--- src/rtl/srx_pkg.sv ---
package srx_pkg;

    localparam int WORD_W = 10;
    localparam int PE_BIT = 8;
    localparam int FE_BIT = 9;
    localparam int ST_W   = 9;

    localparam int ST_NE  = 0;
    localparam int ST_PE  = 3;
    localparam int ST_FE  = 4;
    localparam int ST_OVR = 5;
    localparam int ST_TO  = 7;
    localparam int ST_HF  = 8;

    localparam logic [1:0] FMT_8N = 2'b00;
    localparam logic [1:0] FMT_7P = 2'b01;
    localparam logic [1:0] FMT_8P = 2'b10;

    typedef enum logic [2:0] {
        S_IDLE, S_START, S_DATA, S_PAR, S_STOP, S_STOP2
    } rx_state_e;

    function automatic logic [3:0] data_bits(input logic [1:0] f);
        return (f == FMT_7P) ? 4'd7 : 4'd8;
    endfunction

    function automatic logic has_parity(input logic [1:0] f);
        return (f == FMT_7P) || (f == FMT_8P);
    endfunction

    function automatic logic [3:0] frame_bits(input logic [1:0] f, input logic two);
        return 4'd1 + data_bits(f) + {3'd0, has_parity(f)} + (two ? 4'd2 : 4'd1);
    endfunction

endpackage

--- src/rtl/srx_frame_rx.sv ---
module srx_frame_rx
    import srx_pkg::*;
#(
    parameter int OVS = 16
)(
    input  logic              clk,
    input  logic              rst_n,
    input  logic              tick,
    input  logic              rx_en,
    input  logic              line_in,
    input  logic [1:0]        fmt,
    input  logic              par_odd,
    input  logic              stop_two,
    output logic              push,
    output logic [WORD_W-1:0] push_word
);
    localparam int TCW = $clog2(OVS);
    localparam logic [TCW-1:0] MID  = TCW'(OVS / 2 - 1);
    localparam logic [TCW-1:0] LAST = TCW'(OVS - 1);

    rx_state_e        state, nxt;
    logic [TCW-1:0]   tcnt;
    logic [3:0]       bidx;
    logic [7:0]       sr;
    logic             par_bit, stop_bad, prev;
    logic [3:0]       dbits;
    logic             bit_end;
    logic [7:0]       data8;
    logic             pe, fe;

    assign dbits   = data_bits(fmt);
    assign bit_end = tick && (tcnt == LAST);

    // state register
    always_ff @(posedge clk or negedge rst_n) begin
        if (!rst_n) state <= S_IDLE;
        else        state <= nxt;
    end

    // next state and push
    always_comb begin
        nxt  = state;
        push = 1'b0;
        unique case (state)
            S_IDLE:  if (tick && prev && !line_in) nxt = S_START;
            S_START: if (tick && tcnt == MID) nxt = line_in ? S_IDLE : S_DATA;
            S_DATA:  if (bit_end && bidx == dbits - 4'd1)
                         nxt = has_parity(fmt) ? S_PAR : S_STOP;
            S_PAR:   if (bit_end) nxt = S_STOP;
            S_STOP:  if (bit_end) begin
                         if (stop_two) nxt = S_STOP2;
                         else begin nxt = S_IDLE; push = 1'b1; end
                     end
            S_STOP2: if (bit_end) begin nxt = S_IDLE; push = 1'b1; end
            default: nxt = S_IDLE;
        endcase
        if (!rx_en) begin
            nxt  = S_IDLE;
            push = 1'b0;
        end
    end

    // bit timing and capture
    always_ff @(posedge clk or negedge rst_n) begin
        if (!rst_n) begin
            tcnt     <= '0;
            bidx     <= '0;
            sr       <= '0;
            par_bit  <= 1'b0;
            stop_bad <= 1'b0;
            prev     <= 1'b1;
        end else if (tick) begin
            prev <= line_in;
            case (state)
                S_IDLE: begin
                    tcnt <= '0;
                    bidx <= '0;
                    if (!line_in) begin
                        sr       <= '0;
                        stop_bad <= 1'b0;
                    end
                end
                S_START: tcnt <= (tcnt == MID) ? '0 : tcnt + 1'b1;
                S_DATA: begin
                    if (tcnt == LAST) begin
                        tcnt         <= '0;
                        sr[bidx[2:0]] <= line_in;
                        bidx         <= bidx + 4'd1;
                    end else tcnt <= tcnt + 1'b1;
                end
                S_PAR: begin
                    if (tcnt == LAST) begin
                        tcnt    <= '0;
                        par_bit <= line_in;
                    end else tcnt <= tcnt + 1'b1;
                end
                S_STOP: begin
                    if (tcnt == LAST) begin
                        tcnt     <= '0;
                        stop_bad <= !line_in;
                    end else tcnt <= tcnt + 1'b1;
                end
                default: tcnt <= (tcnt == LAST) ? '0 : tcnt + 1'b1;
            endcase
        end
    end

    // word assembly
    assign data8 = (fmt == FMT_7P) ? {1'b0, sr[6:0]} : sr;
    assign pe    = (fmt == FMT_7P) && (par_bit != ((^sr[6:0]) ^ par_odd));
    assign fe    = stop_bad | !line_in;
    assign push_word = {fe, pe, data8};


    rx_off_idle_chk: assert property (@(posedge clk) disable iff (!rst_n)
        !rx_en |=> (state == S_IDLE));


    glitch_drop_chk: assert property (@(posedge clk) disable iff (!rst_n)
        (state == S_START && tick && tcnt == MID && line_in) |=> (state == S_IDLE));

endmodule

--- src/rtl/srx_fifo.sv ---
module srx_fifo #(
    parameter int W     = 10,
    parameter int DEPTH = 16
)(
    input  logic                       clk,
    input  logic                       rst_n,
    input  logic                       flush,
    input  logic                       push,
    input  logic [W-1:0]               wdata,
    input  logic                       pop,
    output logic [W-1:0]               rdata,
    output logic [$clog2(DEPTH+1)-1:0] count,
    output logic                       full,
    output logic                       empty,
    output logic                       accepted
);
    localparam int AW = $clog2(DEPTH);
    localparam int CW = $clog2(DEPTH + 1);

    logic [W-1:0]  mem [DEPTH];
    logic [AW-1:0] wp, rp;
    logic          pop_ok;

    assign full     = (count == CW'(DEPTH));
    assign empty    = (count == '0);
    assign pop_ok   = pop && !empty;
    assign accepted = push && (!full || pop_ok) && !flush;
    assign rdata    = mem[rp];

    always_ff @(posedge clk) begin
        if (accepted) mem[wp] <= wdata;
    end

    always_ff @(posedge clk or negedge rst_n) begin
        if (!rst_n) begin
            wp    <= '0;
            rp    <= '0;
            count <= '0;
        end else if (flush) begin
            wp    <= '0;
            rp    <= '0;
            count <= '0;
        end else begin
            if (accepted) wp <= wp + 1'b1;
            if (pop_ok)   rp <= rp + 1'b1;
            count <= count + CW'(accepted) - CW'(pop_ok);
        end
    end


    fifo_count_bound_chk: assert property (@(posedge clk) disable iff (!rst_n)
        count <= CW'(DEPTH));


    flush_empties_chk: assert property (@(posedge clk) disable iff (!rst_n)
        flush |=> empty);

endmodule

--- src/rtl/srx_idle_timer.sv ---
module srx_idle_timer #(
    parameter int OVS = 16
)(
    input  logic       clk,
    input  logic       rst_n,
    input  logic       tick,
    input  logic       active,
    input  logic       restart,
    input  logic [3:0] frame_len,
    input  logic [7:0] limit,
    output logic       flag
);
    localparam int TCW = $clog2(OVS * 12);

    logic [TCW-1:0] tc, tc_last;
    logic [7:0]     cc;

    assign tc_last = TCW'(int'(frame_len) * OVS - 1);

    always_ff @(posedge clk or negedge rst_n) begin
        if (!rst_n) begin
            tc   <= '0;
            cc   <= '0;
            flag <= 1'b0;
        end else if (restart || !active) begin
            tc   <= '0;
            cc   <= '0;
            flag <= 1'b0;
        end else if (tick && !flag && limit != 8'd0) begin
            if (tc == tc_last) begin
                tc <= '0;
                cc <= cc + 8'd1;
                if (cc + 8'd1 == limit) flag <= 1'b1;
            end else begin
                tc <= tc + 1'b1;
            end
        end
    end


    to_restart_clear_chk: assert property (@(posedge clk) disable iff (!rst_n)
        restart |=> !flag);

endmodule

--- src/rtl/serial_rx_errfifo.sv ---
module serial_rx_errfifo
    import srx_pkg::*;
#(
    parameter int OVS   = 16,
    parameter int DEPTH = 16
)(
    input  logic              clk,
    input  logic              rst_n,
    input  logic              tick16,
    input  logic              rx_pin,
    input  logic              tx_loop,
    input  logic              loop_en,
    input  logic              rx_en,
    input  logic [1:0]        fmt_sel,
    input  logic              parity_odd,
    input  logic              stop_two,
    input  logic              fifo_flush,
    input  logic [7:0]        timeout_len,
    input  logic [ST_W-1:0]   irq_mask,
    input  logic              rd_en,
    output logic [WORD_W-1:0] rd_data,
    output logic [ST_W-1:0]   status,
    output logic              irq
);
    localparam int CW = $clog2(DEPTH + 1);

    logic              sync1, sync2;
    logic              fr_push;
    logic [WORD_W-1:0] fr_word;
    logic [CW-1:0]     count;
    logic              full, empty, accepted, pop_eff;
    logic              ovr, to_flag;

    // line select and synchronizer
    always_ff @(posedge clk or negedge rst_n) begin
        if (!rst_n) begin
            sync1 <= 1'b1;
            sync2 <= 1'b1;
        end else begin
            sync1 <= loop_en ? tx_loop : rx_pin;
            sync2 <= sync1;
        end
    end

    srx_frame_rx #(.OVS(OVS)) u_frame (
        .clk(clk), .rst_n(rst_n), .tick(tick16), .rx_en(rx_en),
        .line_in(sync2), .fmt(fmt_sel), .par_odd(parity_odd),
        .stop_two(stop_two), .push(fr_push), .push_word(fr_word)
    );

    assign pop_eff = rd_en && !empty;

    srx_fifo #(.W(WORD_W), .DEPTH(DEPTH)) u_fifo (
        .clk(clk), .rst_n(rst_n), .flush(fifo_flush), .push(fr_push),
        .wdata(fr_word), .pop(rd_en), .rdata(rd_data), .count(count),
        .full(full), .empty(empty), .accepted(accepted)
    );

    srx_idle_timer #(.OVS(OVS)) u_timer (
        .clk(clk), .rst_n(rst_n), .tick(tick16), .active(!empty),
        .restart(accepted || pop_eff || fifo_flush),
        .frame_len(frame_bits(fmt_sel, stop_two)),
        .limit(timeout_len), .flag(to_flag)
    );

    // overrun flag
    always_ff @(posedge clk or negedge rst_n) begin
        if (!rst_n)                              ovr <= 1'b0;
        else if (fifo_flush)                     ovr <= 1'b0;
        else if (fr_push && full && !pop_eff)    ovr <= 1'b1;
        else if (pop_eff)                        ovr <= 1'b0;
    end

    always_comb begin
        status         = '0;
        status[ST_NE]  = !empty;
        status[ST_PE]  = !empty && rd_data[PE_BIT];
        status[ST_FE]  = !empty && rd_data[FE_BIT];
        status[ST_OVR] = ovr;
        status[ST_TO]  = to_flag;
        status[ST_HF]  = (count >= CW'(DEPTH / 2));
    end

    assign irq = |(status & irq_mask);


    ovr_set_chk: assert property (@(posedge clk) disable iff (!rst_n)
        (fr_push && full && !pop_eff && !fifo_flush) |=> status[ST_OVR]);


    to_nonempty_chk: assert property (@(posedge clk) disable iff (!rst_n)
        to_flag |-> !empty);

endmodule

--- config.mk ---
export PLATFORM = sky130hd
export DESIGN_NAME = serial_rx_errfifo
export DESIGN_NICKNAME = d
export VERILOG_FILES = /design/src/rtl/srx_pkg.sv /design/src/rtl/srx_frame_rx.sv /design/src/rtl/srx_fifo.sv /design/src/rtl/srx_idle_timer.sv /design/src/rtl/serial_rx_errfifo.sv
export SDC_FILE = /design/constraint.sdc
export NUM_CORES = 1
export LEC_CHECK = 0
export ABC_AREA = 1
export BUFFER_PORTS_ARGS = -buffer_cell sky130_fd_sc_hd__buf_4
export CELL_PAD_IN_SITES_DETAIL_PLACEMENT = 1
export CELL_PAD_IN_SITES_GLOBAL_PLACEMENT = 1
export CORE_MARGIN = 2
export CORE_UTILIZATION = 43
export CTS_CLUSTER_SIZE = 8
export DETAILED_ROUTE_END_ITERATION = 10
export PLACE_DENSITY = 0.78
export SLEW_MARGIN = 10
export SYNTH_ARGS = -nofsm -noshare
export SYNTH_HDL_FRONTEND = slang
export SYNTH_HIERARCHICAL = 1
export SYNTH_SLANG_ARGS = --single-unit
--- constraint.sdc ---
create_clock -name clk -period 2.9 [get_ports clk]
set_input_delay 0.58 -clock clk [delete_from_list [all_inputs] [get_ports clk]]
set_output_delay 0.58 -clock clk [all_outputs]
set_load 0.02 [all_outputs]
**Yosys cells after proc, flatten, opt, wreduce, memory -nomap -nowiden**

Memories as Yosys holds them, arrays and structs flattened.
Index checks and enable logic that the tools add are counted.

- Bits in registers: 55
- RAM bits: 160
- Bits of input ports: 30
- Output and inout bits: 20
- Word-level logic and storage cells: 160
- Memories kept: 1

Memory list:

| name | words | width | read ports | clocked after memory_dff | wr ports | RTL line | text |
|---|---|---|---|---|---|---|---|
| u_fifo.mem | 16 | 10 | 1 | 0 | 1 | srx_fifo.sv:20 | `logic [W-1:0] mem [DEPTH];` |

- Add/sub/neg operators: 13
- $lt $le $gt $ge: 3
- Equality and inequality tests: 23
- Multiplexer cells: 54
- Bitwise logic cells: 3
- Reductions and logical operators: 47

Operators by type and width:

| kind | number |
|---|---|
| $mux W8 | 9 |
| $mux W4 | 8 |
| $mux W3 | 9 |
| $ne A3 B2 Y1 const B | 6 |
| $pmux W3 S6 | 1 |
| $mux W1 | 17 |
| $add A4 B1 Y4 const B | 4 |
| $add A8 B1 Y8 const B | 2 |
| $eq A8 B8 Y1 | 2 |
| $logic_and A1 B1 Y1 | 16 |
| $pmux W4 S2 | 2 |
| $pmux W8 S2 | 1 |
| $reduce_bool A2 Y1 | 7 |
| $and A9 B9 Y9 | 1 |
| $reduce_and A3 Y1 | 3 |
| $reduce_or A9 Y1 | 1 |
| $bwmux W8 | 1 |
| $reduce_and A4 Y1 | 2 |
| $reduce_bool A8 Y1 | 1 |
| $sub A8 B1 Y8 const B | 1 |
| $reduce_xor A7 Y1 | 1 |
| $eq A3 B2 Y1 const B | 2 |
| $eq A3 B3 Y1 const B | 2 |
| $logic_not A1 Y1 | 6 |
| 31 further kinds | 38 |

**Logic depth before layout (Yosys ltp)**

Gate-level depths: netlist of run 1.

- Depth in word-level cells: 12
- Gate-level depth with buffers: 18
- Gate-level depth less buffers: 18

**Cells and area by module**

Netlist of run 1, hierarchy kept.

By module, submodules not included:

| module | instances | cells each | area an instance (µm²) | sequential area each (µm²) |
|---|---|---|---|---|
| srx_fifo | 1 | 772 | 7677.4 | 5129.9 |
| srx_frame_rx | 1 | 232 | 1611.5 | 551.8 |
| srx_idle_timer | 1 | 194 | 1315.0 | 425.4 |
| serial_rx_errfifo | 1 | 46 | 320.3 | 77.6 |

**Least setup slack after synthesis of run 1**

OpenSTA, ideal clock, no wires.

- Path type: register to register
- From: reg u_frame.tcnt[0]
- To: reg u_fifo.count[4]
- Setup time: 119 ps
- Arrival time: 2957 ps
- Required time: 2781 ps
- Setup slack: -176 ps
- Stages on the path, launching flop included: 17
- Path buffers: 1
- Clock period less this slack: 3076 ps
- Path through: dfrtp_1 -> ha_1 -> nand2_1 -> nor2_2 -> nand2_1 -> a211oi_1 -> nand3_2 -> buf_6 -> ha_1 -> inv_1 -> ha_1 -> inv_1 -> fa_1 -> inv_1 -> nand3_1 -> a21oi_1 -> nor2_1

- Word-level cells in the longest chain between the ends: 10
- Elaborated cells on any way between the ends: 11
- Classes of those cells: 2 x add/sub; 1 x eq/ne; 5 x mux; 3 x reduce/logical

RTL lines:

| item | RTL line | text |
|---|---|---|
| start: declaration | srx_frame_rx.sv:22 | `logic [TCW-1:0] tcnt;` |
| start signal: assignment | srx_frame_rx.sv:83 | `S_START: tcnt <= (tcnt == MID) ? '0 : tcnt + 1'b1;` |
| start signal: assignment | srx_frame_rx.sv:89 | `end else tcnt <= tcnt + 1'b1;` |
| start signal: assignment | srx_frame_rx.sv:95 | `end else tcnt <= tcnt + 1'b1;` |
| $eq A4 B4 Y1 * | srx_frame_rx.sv:32 | `assign bit_end = tick && (tcnt == LAST);` |
| $logic_and A1 B1 Y1 * | srx_frame_rx.sv:32 |  |
| $mux W1 (on tied branches) | srx_frame_rx.sv:54, srx_frame_rx.sv:50 |  |
| $pmux W1 S2 * | srx_frame_rx.sv:44 | `unique case (state)` |
| $mux W1 * | srx_frame_rx.sv:57 | `if (!rx_en) begin` |
| named net fr_push | serial_rx_errfifo.sv:28 | `logic fr_push;` |
| $logic_and A1 B1 Y1 * (2 in series) | srx_fifo.sv:27 | `assign accepted = push && (!full \|\| pop_ok) && !flush;` |
| $add A5 B1 Y5 * | srx_fifo.sv:46 | `count <= count + CW'(accepted) - CW'(pop_ok);` |
| $sub A5 B1 Y5 * | srx_fifo.sv:46 |  |
| $mux W5 * | srx_fifo.sv:39 | `end else if (flush) begin` |
| end signal: assignment | srx_fifo.sv:46 |  |
| end: declaration | srx_fifo.sv:12 | `output logic [$clog2(DEPTH+1)-1:0] count,` |

Mark *: on every way through the listed nets, which the timed path passes. The rest lies on a longest branch.
A chain may end at the register's enable or synchronous reset.

**Worst setup path after layout of run 1**

- From: reg u_fifo.rp[0]
- To: out irq

- Word-level cells in the longest chain between the ends: 4
- Elaborated cells on any way between the ends: 5
- Classes of those cells: 1 x bitwise; 3 x reduce/logical; 1 x memory

RTL lines:

| item | RTL line | text |
|---|---|---|
| start: declaration | srx_fifo.sv:21 | `logic [AW-1:0] wp, rp;` |
| start signal: assignment | srx_fifo.sv:45 | `if (pop_ok) rp <= rp + 1'b1;` |
| $mem_v2 Z16 W10 * | - |  |
| $logic_and A1 B1 Y1 (on tied branches) | serial_rx_errfifo.sv:77, serial_rx_errfifo.sv:78 |  |
| $and A9 B9 Y9 * | serial_rx_errfifo.sv:84 | `assign irq = \|(status & irq_mask);` |
| $reduce_or A9 Y1 * | serial_rx_errfifo.sv:84 |  |
| end: declaration | serial_rx_errfifo.sv:23 | `output logic irq` |

Every way passes the cells marked *; elsewhere a longest branch is shown, timed or not.

==> results of run 1 <==
-- state kept, by name, indices dropped and copies added, names as in the netlist --
register and flops:
ovr 1, sync1 1, sync2 1, u_fifo/count 5, u_fifo/mem 160, u_fifo/rp 4
u_fifo/wp 4, u_frame/bidx 4, u_frame/par_bit 1, u_frame/prev 1, u_frame/sr 8, u_frame/state 3
u_frame/stop_bad 1, u_frame/tcnt 4, u_timer/cc 8, u_timer/flag 1, u_timer/tc 8
-- cell usage after synthesis (all sizes together), types with 3 or more instances --
cell      n
dfstp     3
nand4     9
buf      43
nand3   119
dfrtp    52
nand2   445
nand3b    3
o31ai     7
clkbuf   10
inv     161
o21ai    20
xor2     10
ha       21
o211ai    8
nor2    129
nor3      8
edfxtp  160
a21oi    21
-- through the flow --
stage | hold WS [ns] | TNS [ns]
2_1_floorplan | 0.2844 | 0
3_3_place_gp | 0.3466 | 0
3_5_place_dp | 0.3472 | -0.1073
4_1_cts | 0.1190 | -0.04935
5_1_grt | 0.1558 | -0.1255
6_report | 0.09803 | -0.01852
-- cell usage in the layout (no fill, tap or decap), drive strengths merged, types with 9 or more instances in the layout --
master	Yosys	layout
nand2	445	445
inv	161	161
edfxtp	160	160
nor2	129	129
nand3	119	119
buf	43	97
dfrtp	52	52
clkbuf	10	41
a21oi	21	21
ha	21	21
o21ai	20	20
xor2	10	10
nand4	9	9
-- routing by layer --
| layer | wire (um) | vias up | part of all wire | track usage |
|---|---|---|---|---|
| li1 | - | 4111 | - | - |
| met3 | 1122 | 59 | 0.038 | 0.02996 |
| met4 | 778 | 0 | 0.026 | 0.07643 |
| met1 | 12410 | 4270 | 0.42 | 0.2751 |
| met5 | 0 | - | 0 | 0 |
| met2 | 15400 | 167 | 0.52 | 0.4145 |
-- worst max-delay path, stage by stage (launching register included) --
cell and delay, ns:
dfrtp_4 0.58, buf_12 0.17, inv_8 0.09, nand2_1 0.06, nand3_1 0.07, nand2_1 0.06, nor2_1 0.15, nand2_2 0.09
nand2_4 0.11, nand2_4 0.06, nor2_1 0.09, nor2_1 0.05, nand2_1 0.06, buf_6 0.12
-- area by class of cell --
| cell class | count | area [um^2] |
|---|---|---|
| tap | 330 | 412.9 |
| clock buffer | 40 | 788.3 |
| fill | 2921 | 12240 |
| timing repair inverter | 1 | 11.26 |
| inverter | 162 | 623.1 |
| multi-input combinational | 816 | 3894 |
| sequential | 215 | 6188 |
| clock inverter | 1 | 30.03 |
| timing repair buffer | 98 | 845.8 |
-- power by group --
part | internal [mW] | switching (mW) | total (mW)
Sequential | 3.37 | 0.105 | 3.47
Combinational | 0.786 | 1.36 | 2.15
Clock | 1.86 | 1.27 | 3.13
-- path summary, 6_finish.rpt --
check / depth (start not counted) / endpoint / slack, ns / from
hold reg to reg: 0 / sync2$_DFF_PN1_ / 0.35 / sync1$_DFF_PN1_
setup reg to reg: 15 / u_fifo/count[4]$_DFF_PN0_ / 0.14 / u_frame/tcnt[0]$_DFFE_PN0P_
hold / removal: 1 / u_timer/cc[5]$_DFFE_PN0P_ / 0.1 / rst_n
min in group clk: 2 / u_fifo/count[0]$_DFF_PN0_ / 0.24 / fifo_flush
setup / recovery: 13 / irq / -0.02 / u_fifo/rp[0]$_DFFE_PN0P_
max in group asynchronous: 1 / u_fifo/rp[0]$_DFFE_PN0P_ / 2.20 / rst_n
-- kinds of logic after synthesis --
family          count (synthesis)  synth area share
xor+xnor                       12          0.009621
simple gates                  717            0.2751
compound gates                 60           0.03528
fa+ha+maj                      22           0.02588
buf+inv                       215           0.08567
mux                             2          0.001947
flops                         215            0.5661
other cells                     1         0.0003433
-- repair_timing --
action,4_1_cts,5_1_grt
buffers inserted,1,5
gates cloned,2,2
endpoints found under the hold margin,0,0
pin swaps,0,11
setup endpoints to repair,11,13
resized for setup,8,31
==> reports/results.txt, run 1 <==
status -> finished, violations left
failing checks -> negative setup slack
pre-CTS setup slack -> -0.06888 ns
Slew Viols, Final -> 0
YS warnings -> 6
worst-margin pin slew -> 0.9226 ns
hold crit path type -> in -> async
Area Growth Syn to Fin -> 17.11%
I/O Buffers -> 43
core area -> 25,040 um^2
min cycle time layout -> 2.919 ns
DRT Pass-1 Iters -> 5
WP data required -> 2.32 ns
Clock Root Buffer -> clkbuf_16
vias in the first global route -> 9,132
RSZ-0062 raised after global routing -> yes
Overflow after GRT -> 0
CTS Buf Count -> 30
share of layout cells above drive strength 1 -> 0.1403
die width -> 163.4 um
post-synthesis cell type count -> 47
# IOs -> 50
number of remaining DRC errors -> 0
dpl hpwl -> 19,300 um
die footprint -> 26,700 um^2
via/cell ratio -> 5.176
post-placement cell area -> 11,710 um^2
Final nets -> 1,376
worst IR drop on VDD -> 0.0004722 V
htree depth -> 1
initial DRC count -> 511
Num Clock Sinks -> 215
skew final -> 0.01487 ns
largest net degree at the start of global routing -> 56
Final Cycle Share -> 1.006
CTS tree -> yes
antenna viol nets, final -> 0
CP arrival -> 2.34 ns
initial antenna violation count -> 0
total chip power -> 8.753 mW
routed length per placed instance -> 17.87 um
number of max-cap violations -> 0
crit path kind -> reg -> out
hold_buf cts -> 0
Yosys top cell area share -> 0.4398
static leakage -> 5.801 nW
crit end category -> output pin
Yosys reg bits -> 215
Worst-path clk slew -> 0.06 ns
Core Util, Final -> 0.5110
Most used DFF post-synth -> edfxtp_1
crit path launch type -> register
vias -> 8,607
syn_area_per_cell -> 8.782 um^2
Tot GR Track Use -> 0.2268
Initial Utilization -> 0.4363
Synth async-reset ratio -> 0.2558
Max Root-Sink Buffers -> 3
Post-Syn Instances -> 1,244
post-synth top area cell -> edfxtp_1
Clock Latency Late Sink -> 0.56 ns
Inst Count DP -> 1,612
fmax -> 0.3426 GHz
Seq/Total Area, Yosys -> 0.5661
Final Worst Setup Slack -> -0.01852 ns
synth top area cells -> edfxtp_1, nand2_1, dfrtp_1
GPL Wtd Cong -> 0.7950
power per cell area -> 684.2 nW/um^2
Design Area, Final -> 12,790 um^2
# diodes -> 0
worst-path fanout max -> 11
routed wire length -> 29,710 um
Fin. Hold Viols -> 0
max_slew headroom -> 0.3827
mapped cell area -> 10,920 um^2
first-pass GRT wire length -> 47,040 um
FP Rows -> 58
Post-synth EDFFs -> 160
Die H -> 163.4 um
Non-Filler Instances -> 1,663
Setup-failing EPs final -> 1
Note: power is estimated with default switching activity, not from simulation.
==> inputs of run 2 (changes only) <==
Settings changed: ABC_AREA 1 to unset, CORE_UTILIZATION 43 to 46, PLACE_DENSITY 0.78 to 0.77.
==> run 2 against run 1 <==
Against the previous run:
- the flow still finishes with violations (negative setup slack)
- fmax fell by 6.7%
- die area fell by 14%
- sequential cell count unchanged
- combinational power fell by 20%
- final cell count fell by 33%
- clock skew increased by 0.0067 ns
- clock power up 2%
==> reports/results.txt, run 2 <==
Clock Latency Late Sink -> 0.54 ns
met1 usage -> 0.2749
CTS tree -> yes
vias in the first global route -> 7,061
critical path's top delay family -> buffers and inverters
crit path launch type -> register
initial antenna violation count -> 0
CTS Buf Count -> 30
min cycle time layout -> 3.129 ns
Setup-failing EPs final -> 13
post-placement cell area -> 10,800 um^2
filler cell count -> 2,058
Fin. Hold Viols -> 0
met3 usage -> 0.03042
Num Clock Sinks -> 215
# IOs -> 50
Final nets -> 875
first-pass GRT wire length -> 38,830 um
Post-Syn Instances -> 724
power per cell area -> 688.4 nW/um^2
Core Util, Final -> 0.5725
status -> finished, violations left
initial DRC count -> 326
via/cell ratio -> 5.726
core area -> 21,150 um^2
share of layout cells above drive strength 1 -> 0.2888
Final Cycle Share -> 1.079
WP data required -> 2.32 ns
Seq/Total Area, Yosys -> 0.6193
hold crit path type -> in -> async
post-synthesis cell type count -> 72
commonest non-fill, non-tap cell in the layout -> edfxtp_1
worst IR drop on VDD -> 0.0004137 V
FF-to-FF setup slack -> 0.06 ns
skew final -> 0.02155 ns
Die H -> 151.3 um
DRT Pass-1 Iters -> 4
static leakage -> 4.722 nW
Overflow after GRT -> 0
CP dominant cell by count -> buf_6
Most used DFF post-synth -> edfxtp_1
total chip power -> 8.337 mW
Fin Setup TNS -> -1.219 ns
synth top area cells -> edfxtp_1, dfrtp_1, mux2i_1
dpl hpwl -> 15,980 um
routed length per placed instance -> 22.31 um
CP max stage cell -> dfrtp_4
Post-synth top cells -> edfxtp_1, dfrtp_1, mux2i_1, nand2_1, nor2_1
GPL Wtd Cong -> 0.8426
worst-margin pin slew -> 0.7460 ns
CP arrival -> 2.55 ns
mapped cell area -> 9986 um^2
die width -> 151.3 um
number of remaining DRC errors -> 0
busiest grt layer -> met2
YS warnings -> 6
commonest non-fill, non-tap cells in the layout -> edfxtp_1, buf_4, dfrtp_1
R2R cell count -> 14
Synth async-reset ratio -> 0.2558
routed wire length -> 24,990 um
worst-path fanout max -> 8
Max Root-Sink Buffers -> 3
Clock Root Buffer -> clkbuf_16
top-count cell post-synth -> edfxtp_1
number of max-cap violations -> 0
htree depth -> 1
Yosys reg bits -> 215
I/O Buffers -> 43
Design Area, Final -> 12,110 um^2
largest net degree at the start of global routing -> 56
Worst-path clk slew -> 0.05 ns
Tot GR Track Use -> 0.2209
r2r endpoint -> u_fifo/count[4]$_DFF_PN0_
max_slew headroom -> 0.5027
crit end category -> output pin
max reg flops -> 160
Hold Slack -> 0.1049 ns
Slew Viols, Final -> 0
Worst R2R Start -> u_fifo/count[3]$_DFF_PN0_
crit path kind -> reg -> out
Most flops, register -> u_fifo/mem
Final Worst Setup Slack -> -0.2289 ns
Yosys top cell area share -> 0.4811
Cell Chain, Critical Path -> buf_6 > buf_6 > mux2i_1 > a221oi_2 > o21ai_1 > nand2_2 > buf_4 > buf_6 > and2b_2 > buf_6
die footprint -> 22,900 um^2
Buffers & Inverters on Critical Path -> 5
failing checks -> negative setup slack
vias -> 6,413
grt met2 use -> 0.3968
crit-path max cell delay -> 0.55 ns
antenna viol nets, final -> 0
fmax -> 0.3196 GHz
Post-synth EDFFs -> 160
Area Growth Syn to Fin -> 21.28%
FP Rows -> 53
# diodes -> 0
RSZ-0062 raised after global routing -> yes
Initial Utilization -> 0.4721
syn_area_per_cell -> 13.79 um^2
post-synth top area cell -> edfxtp_1
-- run 2: through the flow --
step | cells | worst slack, ns
finish | 1120 | -0.2289
global route | 1120 | -0.3185
CTS | 1114 | -0.2423
detailed placement | 1046 | -0.3729
global placement | 1046 | -0.2405
floorplan | 726 | -0.2699
-- run 2: worst max path at each step --
stage | cells past startpoint | from | slack (ns) | end
after floorplan | 15 | tick16 | -0.27 | u_fifo/count[4]$_DFF_PN0_
after detailed placement | 16 | stop_two | -0.37 | u_fifo/count[4]$_DFF_PN0_
after CTS | 9 | u_fifo/rp[0]$_DFFE_PN0P_ | -0.24 | irq
final | 10 | u_fifo/rp[0]$_DFFE_PN0P_ | -0.23 | status[4]
after global routing | 10 | u_fifo/rp[0]$_DFFE_PN0P_ | -0.32 | status[4]
after global placement | 16 | stop_two | -0.24 | u_fifo/count[4]$_DFF_PN0_
-- run 2: cell type report --
| cell class | count | area (um^2) | share of cell area |
|---|---|---|---|
| Sequential cell | 215 | 6190 | 0.5111 |
| Timing Repair Buffer | 109 | 889.6 | 0.07346 |
| Clock buffer | 54 | 862.1 | 0.07118 |
| Multi-Input combinational cell | 438 | 3714 | 0.3066 |
| Inverter | 29 | 111.4 | 0.009195 |
| Tap cell | 275 | 344.1 | 0.02841 |
-- run 2: cells by family after synthesis --
group	count (synthesis)	synth area share
and+or+nand+nor	184	0.09686
adders and majority gates	22	0.02832
DFF	215	0.6193
muxes	70	0.09560
other	1	0.0003755
buffers and inverters	73	0.03884
xor gates and xnor gates	41	0.03822
AOI/OAI and AO/OA	118	0.08245
-- run 2: what timing repair did --
| action | in CTS | in global routing |
|---|---|---|
| hold buffers | 0 | 0 |
| setup endpoints to repair | 16 | 19 |
| pin swaps | 17 | 20 |
| setup buffers | 15 | 5 |
| gates resized for setup | 31 | 35 |
| gates cloned | 0 | 1 |
-- run 2: power by group --
part           internal, mW  switching (mW)
Clock                  1.97            1.23
Combinational         0.833           0.879
Sequential             3.35          0.0811
Total                  6.15            2.19
-- run 2: routing by layer --
layer | up-vias | wire length [um]
met4 | 0 | 573
met1 | 3312 | 10270
met2 | 138 | 13270
met3 | 43 | 883
li1 | 2920 | -
met5 | - | 0
==> inputs of run 3 (changes only) <==
Settings changed: CAP_MARGIN set to 25, CORE_UTILIZATION 46 to 51, PLACE_DENSITY 0.77 to 0.81.
Clock period 2.9 ns to 3.5 ns, I/O delays scaled along.
==> run 3 against run 2 <==
Against the previous run:
- the flow now finishes without violations
- critical endpoint is now irq
- first-iteration DRC count up 34%
- sequential power down 17%
- register-to-register slack better by 0.14 ns
- core utilization up 2.8 points
- via count up 0.23%
- die area down 9.5%
- clock-buffer cell count down 1
- non-clock buffer count down 24
- routed wire length up 4.2%
- cell area down 4.2%
==> reports/results.txt, run 3 (synthesized netlist as in run 2, its figures left out) <==
status -> finished, final reports clean
initial antenna violation count -> 0
CTS Buf Count -> 30
I/O Buffers -> 43
commonest non-fill, non-tap cells in the layout -> edfxtp_1, buf_4, dfrtp_1
Fin. Hold Viols -> 0
hold crit path type -> in -> async
CP arrival -> 2.68 ns
GPL Wtd Cong -> 0.8265
critical path's top delay family -> compound AO/OA/AOI/OAI gates
CP dominant cell by count -> buf_4
Tot GR Track Use -> 0.2533
number of remaining DRC errors -> 0
vias in the first global route -> 6,976
Initial Utilization -> 0.5165
crit end category -> output pin
pre-CTS setup slack -> -0.1696 ns
Core Util, Final -> 0.6003
power per cell area -> 574.6 nW/um^2
Final nets -> 851
largest net degree at the start of global routing -> 56
Clock Latency Late Sink -> 0.55 ns
number of max-cap violations -> 0
commonest non-fill, non-tap cell in the layout -> edfxtp_1
first-pass GRT wire length -> 39,500 um
fmax -> 0.2958 GHz
crit path launch type -> register
Clock Root Buffer -> clkbuf_16
vias -> 6,428
DRT Pass-1 Iters -> 4
total chip power -> 6.669 mW
Non-Filler Instances -> 1,086
register area -> 6191 um^2
multi-input logic area -> 3463 um^2
antenna viol nets, final -> 0
share of layout cells above drive strength 1 -> 0.2107
Setup-failing EPs final -> 0
Final Worst Setup Slack -> 0.1194 ns
via/cell ratio -> 5.919
worst-path fanout max -> 8
post-placement cell area -> 10,640 um^2
crit path kind -> reg -> out
routed wire length -> 26,030 um
Worst-path clk slew -> 0.05 ns
CTS tree -> yes
routed length per placed instance -> 23.97 um
worst IR drop on VDD -> 0.0003764 V
htree depth -> 1
Final Cycle Share -> 0.9659
static leakage -> 4.513 nW
max reg flops -> 160
max_slew headroom -> 0.4873
Max Root-Sink Buffers -> 3
Fin Setup TNS -> 0 ns
FP Rows -> 51
Num Clock Sinks -> 215
filler cell count -> 1,905
dpl hpwl -> 16,400 um
Area Growth Syn to Fin -> 16.23%
initial DRC count -> 436
skew final -> 0.02366 ns
Most flops, register -> u_fifo/mem
Buffers & Inverters on Critical Path -> 3
die footprint -> 20,720 um^2
CP max stage cell -> dfrtp_4
core area -> 19,330 um^2
min cycle time layout -> 3.381 ns
crit-path max cell delay -> 0.56 ns
Slew Viols, Final -> 0
Hold Slack -> 0.2000 ns
Cell Chain, Critical Path -> buf_4 > buf_4 > mux2i_1 > a221oi_2 > o21ai_1 > nand2_1 > a221oi_2 > o211ai_1 > buf_4
# diodes -> 0
Design Area, Final -> 11,610 um^2
Inst Count DP -> 1,024
Overflow after GRT -> 0
Die H -> 143.9 um
worst-margin pin slew -> 0.7691 ns
# IOs -> 50
WP data required -> 2.80 ns
die width -> 143.9 um
run 3: cell types whose count changed in the layout (fill, tap and decap cells not counted), moves of 3 or more:
cell | previous run | this run
a221oi_2 | 19 | 5
ha_1 | 14 | 21
mux2i_1 | 43 | 46
inv_2 | 7 | 2
ha_4 | 5 | 0
inv_1 | 21 | 27
nor3_1 | 5 | 8
buf_4 | 97 | 82
buf_6 | 9 | 2
a221oi_1 | 2 | 16
a22oi_2 | 8 | 1
mux2i_2 | 4 | 1
a22oi_1 | 3 | 10
nor3_2 | 3 | 0
run 3: layer usage:
metal / vias up / global-route usage / wire length (um)
met5: - / 0 / 0
met1: 3270 / 0.3009 / 9854
li1: 2873 / - / -
met2: 217 / 0.4599 / 13900
met3: 68 / 0.04465 / 1384
met4: 0 / 0.09340 / 899
run 3: layout make-up:
type                            count  area share
Sequential cell                   215      0.5334
Multi-Input combinational cell    438      0.2984
Clock buffer                       53     0.07212
Timing Repair Buffer               85     0.05671
Tap cell                          265     0.02857
Inverter                           29    0.009379
Clock inverter                      1    0.001401
run 3: where the power goes:
part           leakage (nW)  internal (mW)  switching, mW
sequential             2.41           2.77         0.0729
combinational          1.69          0.527          0.652
clock                 0.404           1.59           1.05
run 3: final timing paths:
check / from / end / slack [ns] / depth (start not counted)
worst min register to register: sync1$_DFF_PN1_ / sync2$_DFF_PN1_ / 0.36 / 0
min in group clk: sync1$_DFF_PN1_ / sync2$_DFF_PN1_ / 0.36 / 0
worst max-delay path: u_fifo/rp[0]$_DFFE_PN0P_ / irq / 0.12 / 9
worst min-delay path: rst_n / u_fifo/rp[3]$_DFFE_PN0P_ / 0.20 / 1
max in group asynchronous: rst_n / u_fifo/rp[0]$_DFFE_PN0P_ / 2.74 / 1
worst max register to register: u_frame/tcnt[1]$_DFFE_PN0P_ / u_fifo/count[4]$_DFF_PN0_ / 0.20 / 16
run 3: worst reg2reg max path, cell delays in order, from the launching register on:
cell      delay, ns
dfrtp_1        0.38
ha_1           0.22
nand4_1        0.18
nor4_2         0.36
buf_4          0.19
inv_1          0.08
a211oi_4       0.19
inv_1          0.09
ha_1           0.29
inv_1          0.06
ha_1           0.15
inv_1          0.05
fa_1           0.37
nor2b_1        0.17
o21bai_1       0.13
nand3_1        0.11
nor3b_1        0.20
run 3: what timing repair did:
action | CTS | global route
gates resized for setup | 3 | 11
gates cloned | 0 | 0
hold buffers | 0 | 0
endpoints found under the setup margin | 2 | 2
pin swaps | 0 | 1
setup buffers | 1 | 7
endpoints found under the hold margin | 0 | 0
